`src/rtl/cjc_pkg.sv`:
```
package cjc_pkg;

    typedef enum logic [1:0] {
        SEQ_IDLE,
        SEQ_COUNT,
        SEQ_MOVE
    } seq_state_t;

    typedef enum logic [1:0] {
        MV_IDLE,
        MV_READ,
        MV_CIPHER,
        MV_WRITE
    } mv_state_t;

    // register byte offsets
    localparam logic [7:0] OFS_PTR    = 8'h00;
    localparam logic [7:0] OFS_LAT    = 8'h04;
    localparam logic [7:0] OFS_LATDEF = 8'h08;
    localparam logic [7:0] OFS_ENSET  = 8'h0C;
    localparam logic [7:0] OFS_ENCLR  = 8'h10;
    localparam logic [7:0] OFS_EVDONE = 8'h14;
    localparam logic [7:0] OFS_EVERR  = 8'h18;

    // enable bit positions
    localparam int EN_DONE_BIT = 0;
    localparam int EN_ERR_BIT  = 1;

endpackage

```
`src/rtl/cjc_regfile.sv`:
```
module cjc_regfile
    import cjc_pkg::*;
#(
    parameter int ADDR_W      = 32,
    parameter int LAT_W       = 16,
    parameter int LAT_DEFAULT = 20
) (
    input  logic              clk,
    input  logic              rst_n,
    input  logic              reg_we,
    input  logic [7:0]        reg_addr,
    input  logic [31:0]       reg_wdata,
    output logic [31:0]       reg_rdata,
    input  logic              set_done,
    input  logic              set_err,
    output logic [ADDR_W-1:0] data_ptr,
    output logic [LAT_W-1:0]  latency,
    output logic [1:0]        int_en,
    output logic              ev_done,
    output logic              ev_err,
    output logic              irq
);

    localparam logic [LAT_W-1:0] LAT_RST = LAT_W'(LAT_DEFAULT);

    logic wr_ptr, wr_lat, wr_latdef, wr_enset, wr_enclr, wr_evdone, wr_everr;

    always_comb begin
        wr_ptr    = reg_we && (reg_addr == OFS_PTR);
        wr_lat    = reg_we && (reg_addr == OFS_LAT);
        wr_latdef = reg_we && (reg_addr == OFS_LATDEF);
        wr_enset  = reg_we && (reg_addr == OFS_ENSET);
        wr_enclr  = reg_we && (reg_addr == OFS_ENCLR);
        wr_evdone = reg_we && (reg_addr == OFS_EVDONE);
        wr_everr  = reg_we && (reg_addr == OFS_EVERR);
    end

    always_ff @(posedge clk or negedge rst_n) begin
        if (!rst_n) begin
            data_ptr <= '0;
            latency  <= LAT_RST;
        end else begin
            if (wr_ptr)
                data_ptr <= reg_wdata[ADDR_W-1:0];
            if (wr_latdef)
                latency <= LAT_RST;
            else if (wr_lat)
                latency <= reg_wdata[LAT_W-1:0];
        end
    end

    always_ff @(posedge clk or negedge rst_n) begin
        if (!rst_n) begin
            int_en <= 2'b00;
        end else if (wr_enset) begin
            int_en <= int_en | reg_wdata[1:0];
        end else if (wr_enclr) begin
            int_en <= int_en & ~reg_wdata[1:0];
        end
    end

    // hardware set has priority over a software write
    always_ff @(posedge clk or negedge rst_n) begin
        if (!rst_n) begin
            ev_done <= 1'b0;
            ev_err  <= 1'b0;
        end else begin
            if (set_done)
                ev_done <= 1'b1;
            else if (wr_evdone)
                ev_done <= reg_wdata[0];
            if (set_err)
                ev_err <= 1'b1;
            else if (wr_everr)
                ev_err <= reg_wdata[0];
        end
    end

    always_comb begin
        reg_rdata = '0;
        case (reg_addr)
            OFS_PTR:              reg_rdata = 32'(data_ptr);
            OFS_LAT:              reg_rdata = 32'(latency);
            OFS_LATDEF:           reg_rdata = 32'(LAT_RST);
            OFS_ENSET, OFS_ENCLR: reg_rdata = {30'd0, int_en};
            OFS_EVDONE:           reg_rdata = {31'd0, ev_done};
            OFS_EVERR:            reg_rdata = {31'd0, ev_err};
            default:              reg_rdata = '0;
        endcase
    end

    assign irq = (ev_done & int_en[EN_DONE_BIT]) | (ev_err & int_en[EN_ERR_BIT]);

    logic unused_wdata;
    assign unused_wdata = ^reg_wdata;

endmodule

```
`src/rtl/cjc_sequencer.sv`:
```
module cjc_sequencer
    import cjc_pkg::*;
#(
    parameter int ADDR_W = 32,
    parameter int LAT_W  = 16
) (
    input  logic              clk,
    input  logic              rst_n,
    input  logic              task_start,
    input  logic              task_stop,
    input  logic [LAT_W-1:0]  latency,
    input  logic [ADDR_W-1:0] data_ptr,
    input  logic              mover_done,
    output logic              busy,
    output logic              mover_go,
    output logic              abort_evt,
    output logic              ptr_fault
);

    seq_state_t       state_q, state_d;
    logic [LAT_W-1:0] cnt_q, cnt_d;
    logic [LAT_W-1:0] lat_eff;
    logic             fault_d;

    assign lat_eff = (latency == '0) ? LAT_W'(1) : latency;

    // state register
    always_ff @(posedge clk or negedge rst_n) begin
        if (!rst_n) begin
            state_q   <= SEQ_IDLE;
            cnt_q     <= '0;
            ptr_fault <= 1'b0;
        end else begin
            state_q   <= state_d;
            cnt_q     <= cnt_d;
            ptr_fault <= fault_d;
        end
    end

    // next state and strobes; priority stop > start > expiry
    always_comb begin
        state_d   = state_q;
        cnt_d     = cnt_q;
        mover_go  = 1'b0;
        abort_evt = 1'b0;
        fault_d   = 1'b0;
        unique case (state_q)
            SEQ_IDLE: begin
                if (task_start) begin
                    state_d = SEQ_COUNT;
                    cnt_d   = lat_eff;
                end
            end
            SEQ_COUNT: begin
                if (task_stop) begin
                    state_d   = SEQ_IDLE;
                    abort_evt = 1'b1;
                end else if (task_start) begin
                    cnt_d = lat_eff;
                end else if (cnt_q <= LAT_W'(1)) begin
                    if (data_ptr == '0) begin
                        state_d = SEQ_IDLE;
                        fault_d = 1'b1;
                    end else begin
                        state_d  = SEQ_MOVE;
                        mover_go = 1'b1;
                    end
                end else begin
                    cnt_d = cnt_q - LAT_W'(1);
                end
            end
            SEQ_MOVE: begin
                if (mover_done)
                    state_d = SEQ_IDLE;
            end
            default: state_d = SEQ_IDLE;
        endcase
    end

    // outputs
    always_comb begin
        busy = (state_q == SEQ_COUNT);
    end

endmodule

```
`src/rtl/cjc_mover.sv`:
```
module cjc_mover
    import cjc_pkg::*;
#(
    parameter int ADDR_W = 32,
    parameter int DATA_W = 32,
    parameter int BLK_W  = 128
) (
    input  logic              clk,
    input  logic              rst_n,
    input  logic              go,
    input  logic [ADDR_W-1:0] base_ptr,
    output logic              mem_req,
    output logic              mem_we,
    output logic [ADDR_W-1:0] mem_addr,
    output logic [DATA_W-1:0] mem_wdata,
    input  logic [DATA_W-1:0] mem_rdata,
    output logic              cph_go,
    output logic [BLK_W-1:0]  cph_key,
    output logic [BLK_W-1:0]  cph_din,
    input  logic [BLK_W-1:0]  cph_result,
    output logic              done
);

    localparam int WPB      = BLK_W / DATA_W;
    localparam int RD_WORDS = 2 * WPB;
    localparam int RSEL_W   = $clog2(RD_WORDS);
    localparam int IDX_W    = RSEL_W + 1;
    localparam int WSEL_W   = $clog2(WPB);
    localparam int BYTES    = DATA_W / 8;
    localparam int OUT_OFS  = 2 * (BLK_W / 8);

    mv_state_t         st_q, st_d;
    logic [ADDR_W-1:0] base_q;
    logic [IDX_W-1:0]  iss_q;
    logic              pend_q;
    logic [RSEL_W-1:0] pidx_q;
    logic [WSEL_W-1:0] widx_q;
    logic [DATA_W-1:0] key_w [WPB];
    logic [DATA_W-1:0] din_w [WPB];
    logic [DATA_W-1:0] out_w [WPB];
    logic              rd_issue;
    logic              rd_last;

    assign rd_issue = (st_q == MV_READ) && (iss_q < IDX_W'(RD_WORDS));
    assign rd_last  = pend_q && (pidx_q == RSEL_W'(RD_WORDS - 1));

    // state register
    always_ff @(posedge clk or negedge rst_n) begin
        if (!rst_n)
            st_q <= MV_IDLE;
        else
            st_q <= st_d;
    end

    always_comb begin
        st_d = st_q;
        unique case (st_q)
            MV_IDLE:   if (go) st_d = MV_READ;
            MV_READ:   if (rd_last) st_d = MV_CIPHER;
            MV_CIPHER: st_d = MV_WRITE;
            MV_WRITE:  if (widx_q == WSEL_W'(WPB - 1)) st_d = MV_IDLE;
            default:   st_d = MV_IDLE;
        endcase
    end

    // counters and read pipeline
    always_ff @(posedge clk or negedge rst_n) begin
        if (!rst_n) begin
            base_q <= '0;
            iss_q  <= '0;
            pend_q <= 1'b0;
            pidx_q <= '0;
            widx_q <= '0;
        end else begin
            if (st_q == MV_IDLE && go) begin
                base_q <= base_ptr;
                iss_q  <= '0;
            end else if (rd_issue) begin
                iss_q <= iss_q + IDX_W'(1);
            end
            pend_q <= rd_issue;
            pidx_q <= iss_q[RSEL_W-1:0];
            if (st_q == MV_CIPHER)
                widx_q <= '0;
            else if (st_q == MV_WRITE)
                widx_q <= widx_q + WSEL_W'(1);
        end
    end

    // word capture: lowest address word is most significant
    always_ff @(posedge clk or negedge rst_n) begin
        if (!rst_n) begin
            for (int w = 0; w < WPB; w++) begin
                key_w[w] <= '0;
                din_w[w] <= '0;
                out_w[w] <= '0;
            end
        end else begin
            for (int w = 0; w < WPB; w++) begin
                if (pend_q && pidx_q == RSEL_W'(w))
                    key_w[w] <= mem_rdata;
                if (pend_q && pidx_q == RSEL_W'(w + WPB))
                    din_w[w] <= mem_rdata;
                if (st_q == MV_CIPHER)
                    out_w[w] <= cph_result[BLK_W-1-DATA_W*w -: DATA_W];
            end
        end
    end

    for (genvar g = 0; g < WPB; g++) begin : g_pack
        assign cph_key[BLK_W-1-DATA_W*g -: DATA_W] = key_w[g];
        assign cph_din[BLK_W-1-DATA_W*g -: DATA_W] = din_w[g];
    end

    // outputs
    always_comb begin
        mem_req   = 1'b0;
        mem_we    = 1'b0;
        mem_addr  = '0;
        mem_wdata = '0;
        cph_go    = 1'b0;
        done      = 1'b0;
        unique case (st_q)
            MV_IDLE: ;
            MV_READ: begin
                mem_req  = rd_issue;
                mem_addr = base_q + ADDR_W'(iss_q) * ADDR_W'(BYTES);
            end
            MV_CIPHER: cph_go = 1'b1;
            MV_WRITE: begin
                mem_req   = 1'b1;
                mem_we    = 1'b1;
                mem_addr  = base_q + ADDR_W'(OUT_OFS) + ADDR_W'(widx_q) * ADDR_W'(BYTES);
                mem_wdata = out_w[widx_q];
                done      = (widx_q == WSEL_W'(WPB - 1));
            end
            default: ;
        endcase
    end

endmodule

```
`src/rtl/cipher_job_ctrl.sv`:
```
module cipher_job_ctrl
    import cjc_pkg::*;
#(
    parameter int ADDR_W      = 32,
    parameter int DATA_W      = 32,
    parameter int BLK_W       = 128,
    parameter int LAT_W       = 16,
    parameter int LAT_DEFAULT = 20
) (
    input  logic              clk,
    input  logic              rst_n,
    input  logic              task_start,
    input  logic              task_stop,
    input  logic              reg_we,
    input  logic [7:0]        reg_addr,
    input  logic [31:0]       reg_wdata,
    output logic [31:0]       reg_rdata,
    output logic              mem_req,
    output logic              mem_we,
    output logic [ADDR_W-1:0] mem_addr,
    output logic [DATA_W-1:0] mem_wdata,
    input  logic [DATA_W-1:0] mem_rdata,
    output logic              cph_go,
    output logic [BLK_W-1:0]  cph_key,
    output logic [BLK_W-1:0]  cph_din,
    input  logic [BLK_W-1:0]  cph_result,
    output logic              busy,
    output logic              ptr_fault,
    output logic              irq
);

    logic [ADDR_W-1:0] data_ptr;
    logic [LAT_W-1:0]  latency;
    logic [1:0]        int_en;
    logic              ev_done, ev_err;
    logic              mover_go, mover_done, abort_evt;

    cjc_regfile #(
        .ADDR_W(ADDR_W), .LAT_W(LAT_W), .LAT_DEFAULT(LAT_DEFAULT)
    ) u_regfile (
        .clk(clk), .rst_n(rst_n),
        .reg_we(reg_we), .reg_addr(reg_addr), .reg_wdata(reg_wdata), .reg_rdata(reg_rdata),
        .set_done(mover_done), .set_err(abort_evt),
        .data_ptr(data_ptr), .latency(latency), .int_en(int_en),
        .ev_done(ev_done), .ev_err(ev_err), .irq(irq)
    );

    cjc_sequencer #(
        .ADDR_W(ADDR_W), .LAT_W(LAT_W)
    ) u_sequencer (
        .clk(clk), .rst_n(rst_n),
        .task_start(task_start), .task_stop(task_stop),
        .latency(latency), .data_ptr(data_ptr), .mover_done(mover_done),
        .busy(busy), .mover_go(mover_go), .abort_evt(abort_evt), .ptr_fault(ptr_fault)
    );

    cjc_mover #(
        .ADDR_W(ADDR_W), .DATA_W(DATA_W), .BLK_W(BLK_W)
    ) u_mover (
        .clk(clk), .rst_n(rst_n),
        .go(mover_go), .base_ptr(data_ptr),
        .mem_req(mem_req), .mem_we(mem_we), .mem_addr(mem_addr),
        .mem_wdata(mem_wdata), .mem_rdata(mem_rdata),
        .cph_go(cph_go), .cph_key(cph_key), .cph_din(cph_din), .cph_result(cph_result),
        .done(mover_done)
    );

endmodule

```
`config.mk`:
```
export PLATFORM = sky130hd
export DESIGN_NAME = cipher_job_ctrl
export DESIGN_NICKNAME = d
export VERILOG_FILES = /design/src/rtl/cjc_pkg.sv /design/src/rtl/cjc_regfile.sv /design/src/rtl/cjc_sequencer.sv /design/src/rtl/cjc_mover.sv /design/src/rtl/cipher_job_ctrl.sv
export SDC_FILE = /design/constraint.sdc
export NUM_CORES = 1
export LEC_CHECK = 0
export BUFFER_PORTS_ARGS = -buffer_cell sky130_fd_sc_hd__clkbuf_2
export CORE_ASPECT_RATIO = 1.1
export CORE_MARGIN = 3
export CORE_UTILIZATION = 25
export DETAILED_ROUTE_END_ITERATION = 16
export PLACE_DENSITY = 0.4
export SYNTH_ARGS = -nofsm -noshare
export SYNTH_HDL_FRONTEND = slang
export SYNTH_SLANG_ARGS = --single-unit
```
`constraint.sdc`:
```
create_clock -name clk -period 7.02 [get_ports clk]
set_input_delay 0.351 -clock clk [delete_from_list [all_inputs] [get_ports clk]]
set_output_delay 0.351 -clock clk [all_outputs]
set_load 0.01 [all_outputs]
```
# Word level (Yosys, flattened, before mapping)
# Cells that the tools add are included.
word_totals:
  regBits: 499
  word_cells: 155
  input_bits: 205
  output_inout_bits: 358
op_classes:
  n_mux: 51
  n_eq_ne: 28
  add_sub_neg: 6
  magnitude_cmp: 3
  n_reduce_logical: 34
  bitwise: 7
ops:
  columns: ["cell", "count"]
  rows:
  - ["$pmux W32 S6", 1]
  - ["$mux W16", 7]
  - ["$mux W32", 3]
  - ["$bmux W32 S2", 1]
  - ["$pmux W32 S2", 1]
  - ["$add A32 B4 Y32", 1]
  - ["$add A32 B6 Y32", 1]
  - ["$add A32 B6 Y32 const B", 1]
  - ["$logic_not A32 Y1", 1]
  - ["$pmux W16 S2", 1]
  - ["$mux W2", 13]
  - ["$eq A8 B5 Y1 const B", 3]
  - ["$mux W1", 19]
  - ["$logic_and A1 B1 Y1", 17]
  - ["$eq A8 B4 Y1 const B", 2]
  - ["$le A16 B1 Y1 const B", 1]
  - ["$logic_not A16 Y1", 1]
  - ["$sub A16 B1 Y16 const B", 1]
  - ["$reduce_bool A2 Y1", 7]
  - ["$eq A3 B3 Y1 const B", 4]
  - ["$eq A2 B2 Y1 const B", 4]
  - ["$eq A8 B3 Y1 const B", 1]
  - ["$logic_not A8 Y1", 1]
  - ["$mux W4", 2]
  - ["25 further kinds", 35]

# Logic depth before layout (Yosys ltp)
# Gate-level depths: netlist of the first run.
depth:
  word_depth: 8
  mapped_depth: 10
  ltp_nobuf: 9

# Modules after synthesis
# Synthesis of the first run repeated with hierarchy kept, for this count alone.
unflattened:
  hier_cells: 1629
  hier_area_um2: 22521.6
modules_own_cells:
  columns: ["module", "area_per_inst_um2", "cells_each", "instances"]
  rows:
  - ["cjc_mover", 18410.2, 1246, 1]
  - ["cjc_regfile", 2710.1, 224, 1]
  - ["cjc_sequencer", 1401.3, 159, 1]

# Worst setup path before layout of the first run
# No wires, ideal clock.
synth_path:
  path_type: "register to output"
  startpoint: "register u_mover.widx_q[1]"
  endpoint: "output mem_addr[28]"
  path_slack_ps: 3871
  arrival_ps: 2798
  path_buffers: 2
  stages_incl_launch_ff: 11
  path_cell_list: "dfrtp_1 clkbuf_1 buf_1 inv_1 fa_1 inv_1 a21oi_1 nor2_1 a22o_1 nand2_1 o41ai_1"
synth_via:
  elab_chain_cells: 2
synth_lines:
  columns: ["element", "line_no", "source"]
  rows:
  - ["start, declared", "cjc_mover.sv:37", "logic [WSEL_W-1:0] widx_q;"]
  - ["start signal, assigned", "cjc_mover.sv:86", "widx_q <= widx_q + WSEL_W'(1);"]
  - ["$add A32 B4 Y32", "cjc_mover.sv:133", "mem_addr = base_q + ADDR_W'(OUT_OFS) + ADDR_W'(widx_q) * ADDR_W'(BYTES);"]
  - ["$pmux W32 S2", "cjc_mover.sv:123", "unique case (st_q)"]
  - ["end, declared", "cipher_job_ctrl.sv:20", "output logic [ADDR_W-1:0] mem_addr,"]
# No other way between the ends.

# Worst setup path after layout of the first run
# Ends and elaborated chain as after synthesis.

==> impl_metrics.py, run 1 <==
metrics = {
    "layout": {
        "ff_latch_area_mm2": 0.01249,
        "multi_input_area_mm2": 0.008877,
        "final_area_mm2": 0.02952,
        "layout-drive-gt1-share_pct": 50.02,
        "nNetsFinal": 2520,
        "final_common_cell": "clkbuf_2",
        "final_cell_mix": "clkbuf_2 (561), dfrtp_1 (495), mux2_2 (421)",
        "area_growth_pct": 35.22,
        "fillerInstances": 8663,
    },
    "timing": {
        "rsz0062_at_grt": "no",
        "post-route-period-util_pct": 56.62,
        "slew_headroom_pct": 17.59,
        "tns_ns": 0,
        "worst_slew_pin_slew_ns": 1.229,
        "final_hold_viol_count": 0,
        "fin_crit_ns": 3.975,
        "max_freq_ghz": 0.2516,
        "skew_ns": 0.02152,
        "setup_viol": 0,
        "finalMaxSlewViolations": 0,
    },
    "placement": {
        "place_hpwl_um": 50880,
        "place_area_mm2": 0.02593,
        "place_congestion": 0.8291,
        "port_buffers": 562,
    },
    "setup_path": {
        "start_kind": "flip-flop",
        "critPathBufInv": 4,
        "cp_slowest_cell": "buf_4",
        "cp_max_fo": 36,
        "rr_startpoint": "u_sequencer.cnt_q[6]$_DFFE_PN0P_",
        "path_cells": "buf_4 -> inv_1 -> fa_1 -> inv_1 -> a21oi_1 -> nor2_1 -> a22o_1 -> nand2_1 -> o41ai_1 -> clkbuf_2",
        "critical_path.max_stage_delay_ns": 0.48,
        "critical_path_class": "flip-flop to output port",
        "cp.arrival_ns": 3.62,
        "worstSetupStartpoint": "u_mover.widx_q[1]$_DFFE_PN0P_",
        "cp-end-kind": "output port",
        "critical_path_required_ns": 6.67,
        "critPathTopFamily": "buffers and inverters",
        "path_common_cell": "inv_1",
    },
    "outcome": {
        "status": "completed",
    },
    "pwr": {
        "power_frac_seq_pct": 40.2,
        "leakage_nw": 13.96,
        "peakVddDrop_v": 0.0002097,
        "p_comb_share_pct": 26.7,
        "intPower_w": 0.006623,
        "p_sw_w": 0.002781,
        "powerDensity_mw_per_mm2": 318.5,
        "p_sw_share_pct": 29.57,
        "clkPwrFrac_pct": 33.2,
    },
    "global_routing": {
        "grt_start_max_net_pins": 116,
        "grtUsageTotal_pct": 15.81,
        "grt-ovfl-total": 0,
        "grt_pass1_vias": 17120,
        "grt_pass1_wl_um": 110000,
        "antenna_found_initial": 2,
    },
    "clocking": {
        "cts.path.max_buffers": 3,
        "clock_latency_ns": 0.62,
        "path_clk_slew_ns": 0.06,
        "htreeDepth": 2,
        "cts_buffers": 58,
        "clockRootBuffer": "clkbuf_16",
        "cts_tree": "done",
        "cts_num_sinks": 499,
    },
    "die": {
        "coreArea_mm2": 0.08653,
        "die-area_mm2": 0.09092,
        "rows": 113,
        "num_io_pins": 563,
        "initial_utilization_pct": 25.23,
        "die_h_um": 315.9,
        "die_x_um": 287.8,
    },
    "hold_path": {
        "hold_class": "input pin to flip-flop",
        "min_from": "reg_wdata[1]",
    },
    "synth": {
        "avgSynthCellArea_um2": 13.72,
        "synth.ff_latch_count": 499,
        "yosys_warnings": 0,
        "yosysTopAreaCellShare_pct": 56.96,
        "synthTopCellsByArea": "dfrtp_1 (57%), mux2_2 (22%), mux4_2 (3.3%)",
        "yosysUniqueCellTypes": 60,
        "synth_edf_count": 0,
        "synth_area_mm2": 0.02183,
        "ys.flop_type": "dfrtp_1",
        "yosys.area.top_type": "dfrtp_1",
        "yosysSeqAreaShare_pct": 57.20,
        "synth_nets": 1812,
        "synthCells": 1591,
        "async_flop_share_pct": 100.0,
    },
    "route": {
        "antenna_left": 0,
        "wl_per_cell_um": 21.00,
        "wl_um": 73450,
        "drc": 0,
        "vias": 16070,
        "drt_iter0_markers": 732,
        "vias_per_cell": 4.595,
        "first_pass_iters": 5,
    },
    "job": {
        "drv_cap": 0,
    },
}
power by group through the flow:
stage | Clock [W] | Combinational [W] | Sequential, W
5_1_grt | 0.00335 | 0.00275 | 0.00385
2_1_floorplan | 0 | 0.00168 | 0.00375
4_1_cts | 0.00324 | 0.00256 | 0.00378
6_report | 0.00312 | 0.00251 | 0.00378
3_3_place_gp | 0 | 0.00243 | 0.00380
3_5_place_dp | 0 | 0.00247 | 0.00383
path summary, 6_finish.rpt:
path | end | slack (ns) | cells after the start
max in group asynchronous | u_mover.cph_key[48]$_DFFE_PN0P_ | 5.09 | 3
worst min register to register | u_mover.pidx_q[1]$_DFF_PN0_ | 0.49 | 0
worst min-delay path | u_regfile.latency[1]$_DFFE_PN0P_ | 0.07 | 2
worst max-delay path | mem_addr[28] | 3.05 | 10
worst max register to register | u_mover.base_q[1]$_DFFE_PN0P_ | 3.76 | 6
min in group asynchronous | u_mover.cph_din[5]$_DFFE_PN0P_ | 0.35 | 2
cells in the mapped netlist, types with 7 or more instances:
| cell type | number |
|---|---|
| xnor2_1 | 8 |
| buf_1 | 10 |
| mux2_4 | 20 |
| clkbuf_1 | 79 |
| a31oi_1 | 12 |
| nor2_1 | 48 |
| a21oi_1 | 60 |
| and2_1 | 38 |
| o21ai_0 | 58 |
| dfrtp_1 | 497 |
| nand2_1 | 44 |
| nand4_1 | 14 |
| and3_1 | 22 |
| o22ai_1 | 7 |
| nand3_1 | 12 |
| inv_1 | 26 |
| nor3_1 | 19 |
| ha_1 | 14 |
| a22o_1 | 31 |
| nor4_1 | 17 |
| mux2_2 | 421 |
| mux4_2 | 32 |
| a22oi_1 | 14 |
area by class of cell:
cell class	instances	share of cell area [%]
Antenna cell	2	0.01695
Tap cell	1150	4.874
Inverter	27	0.3433
Timing Repair Buffer	743	15.64
Clock buffer	89	6.171
Clock inverter	17	0.5764
Multi-Input combinational cell	970	30.07
Sequential cell	499	42.31
flip-flops by register name, summed over array words and instances (netlist names), named ones only:
| name | cells |
|---|---|
| u_mover.pend_q | 1 |
| u_sequencer.cnt_q | 16 |
| u_mover.cph_din | 128 |
| u_mover.st_q | 2 |
| u_mover.cph_key | 128 |
| u_mover.out_w | 128 |
| u_mover.widx_q | 2 |
| u_mover.pidx_q | 3 |
| u_mover.iss_q | 4 |
| u_regfile.ev_err | 1 |
| u_sequencer.ptr_fault | 1 |
| u_mover.base_q | 32 |
| u_regfile.latency | 16 |
| u_sequencer.state_q | 2 |
| u_regfile.data_ptr | 32 |
| u_regfile.ev_done | 1 |
per-stage QoR:
stage | cells | hold slack [ns] | power, W | utilization, % | setup slack, ns
after global routing | 3497 | 0.04481 | 0.009956 | 34.12 | 2.679
after floorplan | 1591 | 0.05541 | 0.005432 | - | 3.871
final | 3497 | 0.06526 | 0.009404 | 34.12 | 3.045
after CTS | 3495 | 0.02060 | 0.009579 | 34.11 | 2.902
after detailed placement | 3230 | 0.4537 | 0.006301 | 29.97 | 3.464
after global placement | 3230 | 0.4491 | 0.006235 | 29.97 | 3.510
cell families after synthesis:
kind of cell	count (synthesis)	share of synthesized area, %
flip-flops	499	57.20
multiplexers	482	26.84
AND/OR/NAND/NOR	251	6.189
AO/OA/AOI/OAI	210	6.017
buffers and inverters	122	2.327
adder cells (fa/ha/maj)	16	0.9857
XOR/XNOR	11	0.4413
timing repair:
item,in CTS,in global routing
hold buffers,159,0
resized for setup,0,0
hold endpoints to repair,263,0
buffers inserted,0,0
worst reg2reg max path: cells and delay by family (launching register included):
family | cells | cell delay, ns
multiplexers | 1 | 0.42
AND/OR/NAND/NOR | 5 | 2.32
flip-flops | 1 | 0.42
metal layers:
layer	share of wire, %	track usage [%]	routed length, µm
met2	51	28.24	37300
met5	0	0	0
met4	2.5	4.399	1848
met3	6.3	3.583	4623
met1	40	19.02	29680
(Power assumes the default switching activity.)
==> run 2: changes to the inputs <==
- clock period: 7.02 -> 4 ns (I/O delays scaled with it)
==> run 2 against run 1 <==
Against the previous run:
- non-clock buffer count is 49 higher
- first-iteration DRC count down 9.7%
- clock-buffer cell count down 10
==> impl_metrics.py, run 2 (synthesis results as in run 1) <==
metrics = {
    "outcome": {
        "status": "completed",
    },
    "global_routing": {
        "grtUsageMet3_pct": 3.605,
        "grt_start_max_net_pins": 94,
        "grt_use_met1_pct": 19.47,
        "grt-ovfl-total": 0,
        "grt_pass1_vias": 17380,
        "antenna_found_initial": 5,
        "use_met2_pct": 28.41,
        "grt_pass1_wl_um": 111900,
        "grtUsageTotal_pct": 16.09,
        "grt_busiest_layer": "met2",
    },
    "clocking": {
        "htreeDepth": 2,
        "cts.path.max_buffers": 3,
        "clockRootBuffer": "clkbuf_16",
        "cts_num_sinks": 499,
        "cts_tree": "done",
        "path_clk_slew_ns": 0.06,
        "clock_latency_ns": 0.61,
        "postCtsSetupBuffers": 0,
        "cts_buffers": 58,
    },
    "timing": {
        "skew_ns": 0.01347,
        "setup_viol": 0,
        "finalMaxSlewViolations": 0,
        "finalWorstSetupSlack_ns": 0.3814,
        "worst_slew_pin_slew_ns": 1.128,
        "tns_ns": 0,
        "slew_headroom_pct": 24.52,
        "max_freq_ghz": 0.2763,
        "fin_crit_ns": 3.619,
        "final_hold_viol_count": 0,
        "rsz0062_at_grt": "no",
        "post-route-period-util_pct": 90.47,
    },
    "placement": {
        "port_buffers": 562,
        "place_congestion": 0.8332,
        "dp_worst_setup_slack_ns": 0.8457,
        "place_area_mm2": 0.02606,
        "place_hpwl_um": 51710,
    },
    "hold_path": {
        "min_from": "reg_addr[4]",
        "hold_class": "input pin to flip-flop",
    },
    "pwr": {
        "finalPower_w": 0.01642,
        "power_frac_seq_pct": 40.4,
        "p_sw_w": 0.004935,
        "clkPwrFrac_pct": 32.3,
        "powerDensity_mw_per_mm2": 548.8,
        "intPower_w": 0.01149,
        "p_sw_share_pct": 30.05,
        "peakVddDrop_v": 0.0003602,
        "p_comb_share_pct": 27.3,
        "leakage_nw": 14.11,
    },
    "setup_path": {
        "worstSetupStartpoint": "u_mover.iss_q[0]$_DFFE_PN0P_",
        "cp_max_fo": 5,
        "cp-end-kind": "output port",
        "critical_path_required_ns": 3.80,
        "critical_path_class": "flip-flop to output port",
        "start_kind": "flip-flop",
        "cp.arrival_ns": 3.42,
        "rr_startpoint": "u_sequencer.cnt_q[6]$_DFFE_PN0P_",
    },
    "route": {
        "drt_iter0_markers": 661,
        "vias": 16320,
        "vias_per_cell": 4.602,
        "wl_um": 74580,
        "wl_per_cell_um": 21.03,
        "drc": 0,
        "antenna_left": 0,
        "first_pass_iters": 5,
    },
    "die": {
        "die_x_um": 287.8,
        "coreArea_mm2": 0.08653,
        "die-area_mm2": 0.09092,
        "rows": 113,
        "initial_utilization_pct": 25.23,
        "num_io_pins": 563,
        "die_h_um": 315.9,
    },
    "layout": {
        "final_cell_mix": "clkbuf_2 (561), dfrtp_1 (495), mux2_2 (421)",
        "final_common_cell": "clkbuf_2",
        "layout-drive-gt1-share_pct": 49.29,
        "nNetsFinal": 2569,
        "final_area_mm2": 0.02993,
        "area_growth_pct": 37.06,
        "fillerInstances": 8706,
    },
    "job": {
        "drv_cap": 0,
    },
}
-- run 2: changes by cell type in the layout (fill, tap and decap cells not counted), moves of 5 or more --
| cell | before | now |
|---|---|---|
| buf_4 | 19 | 28 |
| clkbuf_1 | 9 | 14 |
| clkbuf_8 | 19 | 7 |
| dlygate4sd3_1 | 159 | 196 |
-- run 2: stage by stage --
step,utilization [%],hold slack [ns],cells
final,34.58,0.05601,3546
after global routing,34.58,0.04882,3546
after CTS,34.57,0.007214,3542
after detailed placement,30.12,0.3252,3242
after global placement,30.12,0.3283,3242
after floorplan,-,-0.09559,1591
-- run 2: routing by layer --
layer / wire [µm] / share of wire, %
met1: 30040 / 40
met2: 37760 / 51
met3: 4699 / 6.3
met4: 2071 / 2.8
met5: 8 / 0.011
-- run 2: worst max-delay path, cell delays in order (launching register included) --
cell and delay, ns:
dfrtp_1 0.45, ha_1 0.23, inv_1 0.07, fa_1 0.40, nor2b_1 0.12, o21ai_0 0.16
a211oi_1 0.75, a21oi_1 0.15, o21ai_0 0.23, o41ai_1 0.11, clkbuf_2 0.14
-- run 2: worst paths after layout --
path | to | slack [ns] | cells after the start
worst min-delay path | u_regfile.ev_done$_DFFE_PN0P_ | 0.06 | 4
worst max register to register | u_mover.base_q[21]$_DFFE_PN0P_ | 0.84 | 7
worst min register to register | u_mover.pidx_q[1]$_DFF_PN0_ | 0.47 | 0
worst max-delay path | mem_addr[28] | 0.38 | 10
max in group asynchronous | u_regfile.latency[4]$_DFFE_PN1P_ | 2.70 | 3
min in group asynchronous | u_mover.cph_key[117]$_DFFE_PN0P_ | 0.26 | 2
-- run 2: what timing repair did --
action,CTS,global route
setup endpoints to repair,0,1
resized for setup,0,1
endpoints found under the hold margin,518,0
hold buffers,196,0
-- run 2: final cells by class --
class	instances	area (µm²)	share of cell area [%]
antenna	4	10.01	0.03345
timing repair buffer	792	5115	17.09
clock buffer	79	1600	5.348
inverter	27	101.3	0.3387
clock inverter	25	286.5	0.9575
sequential	499	12490	41.74
multi-input combinational	970	8881	29.68
tap	1150	1439	4.808
-- run 2: power by group through the flow --
stage	sequential, W	clock (W)	combinational [W]
CTS	0.00663	0.00553	0.00458
finish	0.00663	0.00530	0.00449
floorplan	0.00658	0	0.00296
global placement	0.00668	0	0.00434
detailed placement	0.00672	0	0.00440
global route	0.00676	0.00573	0.00493
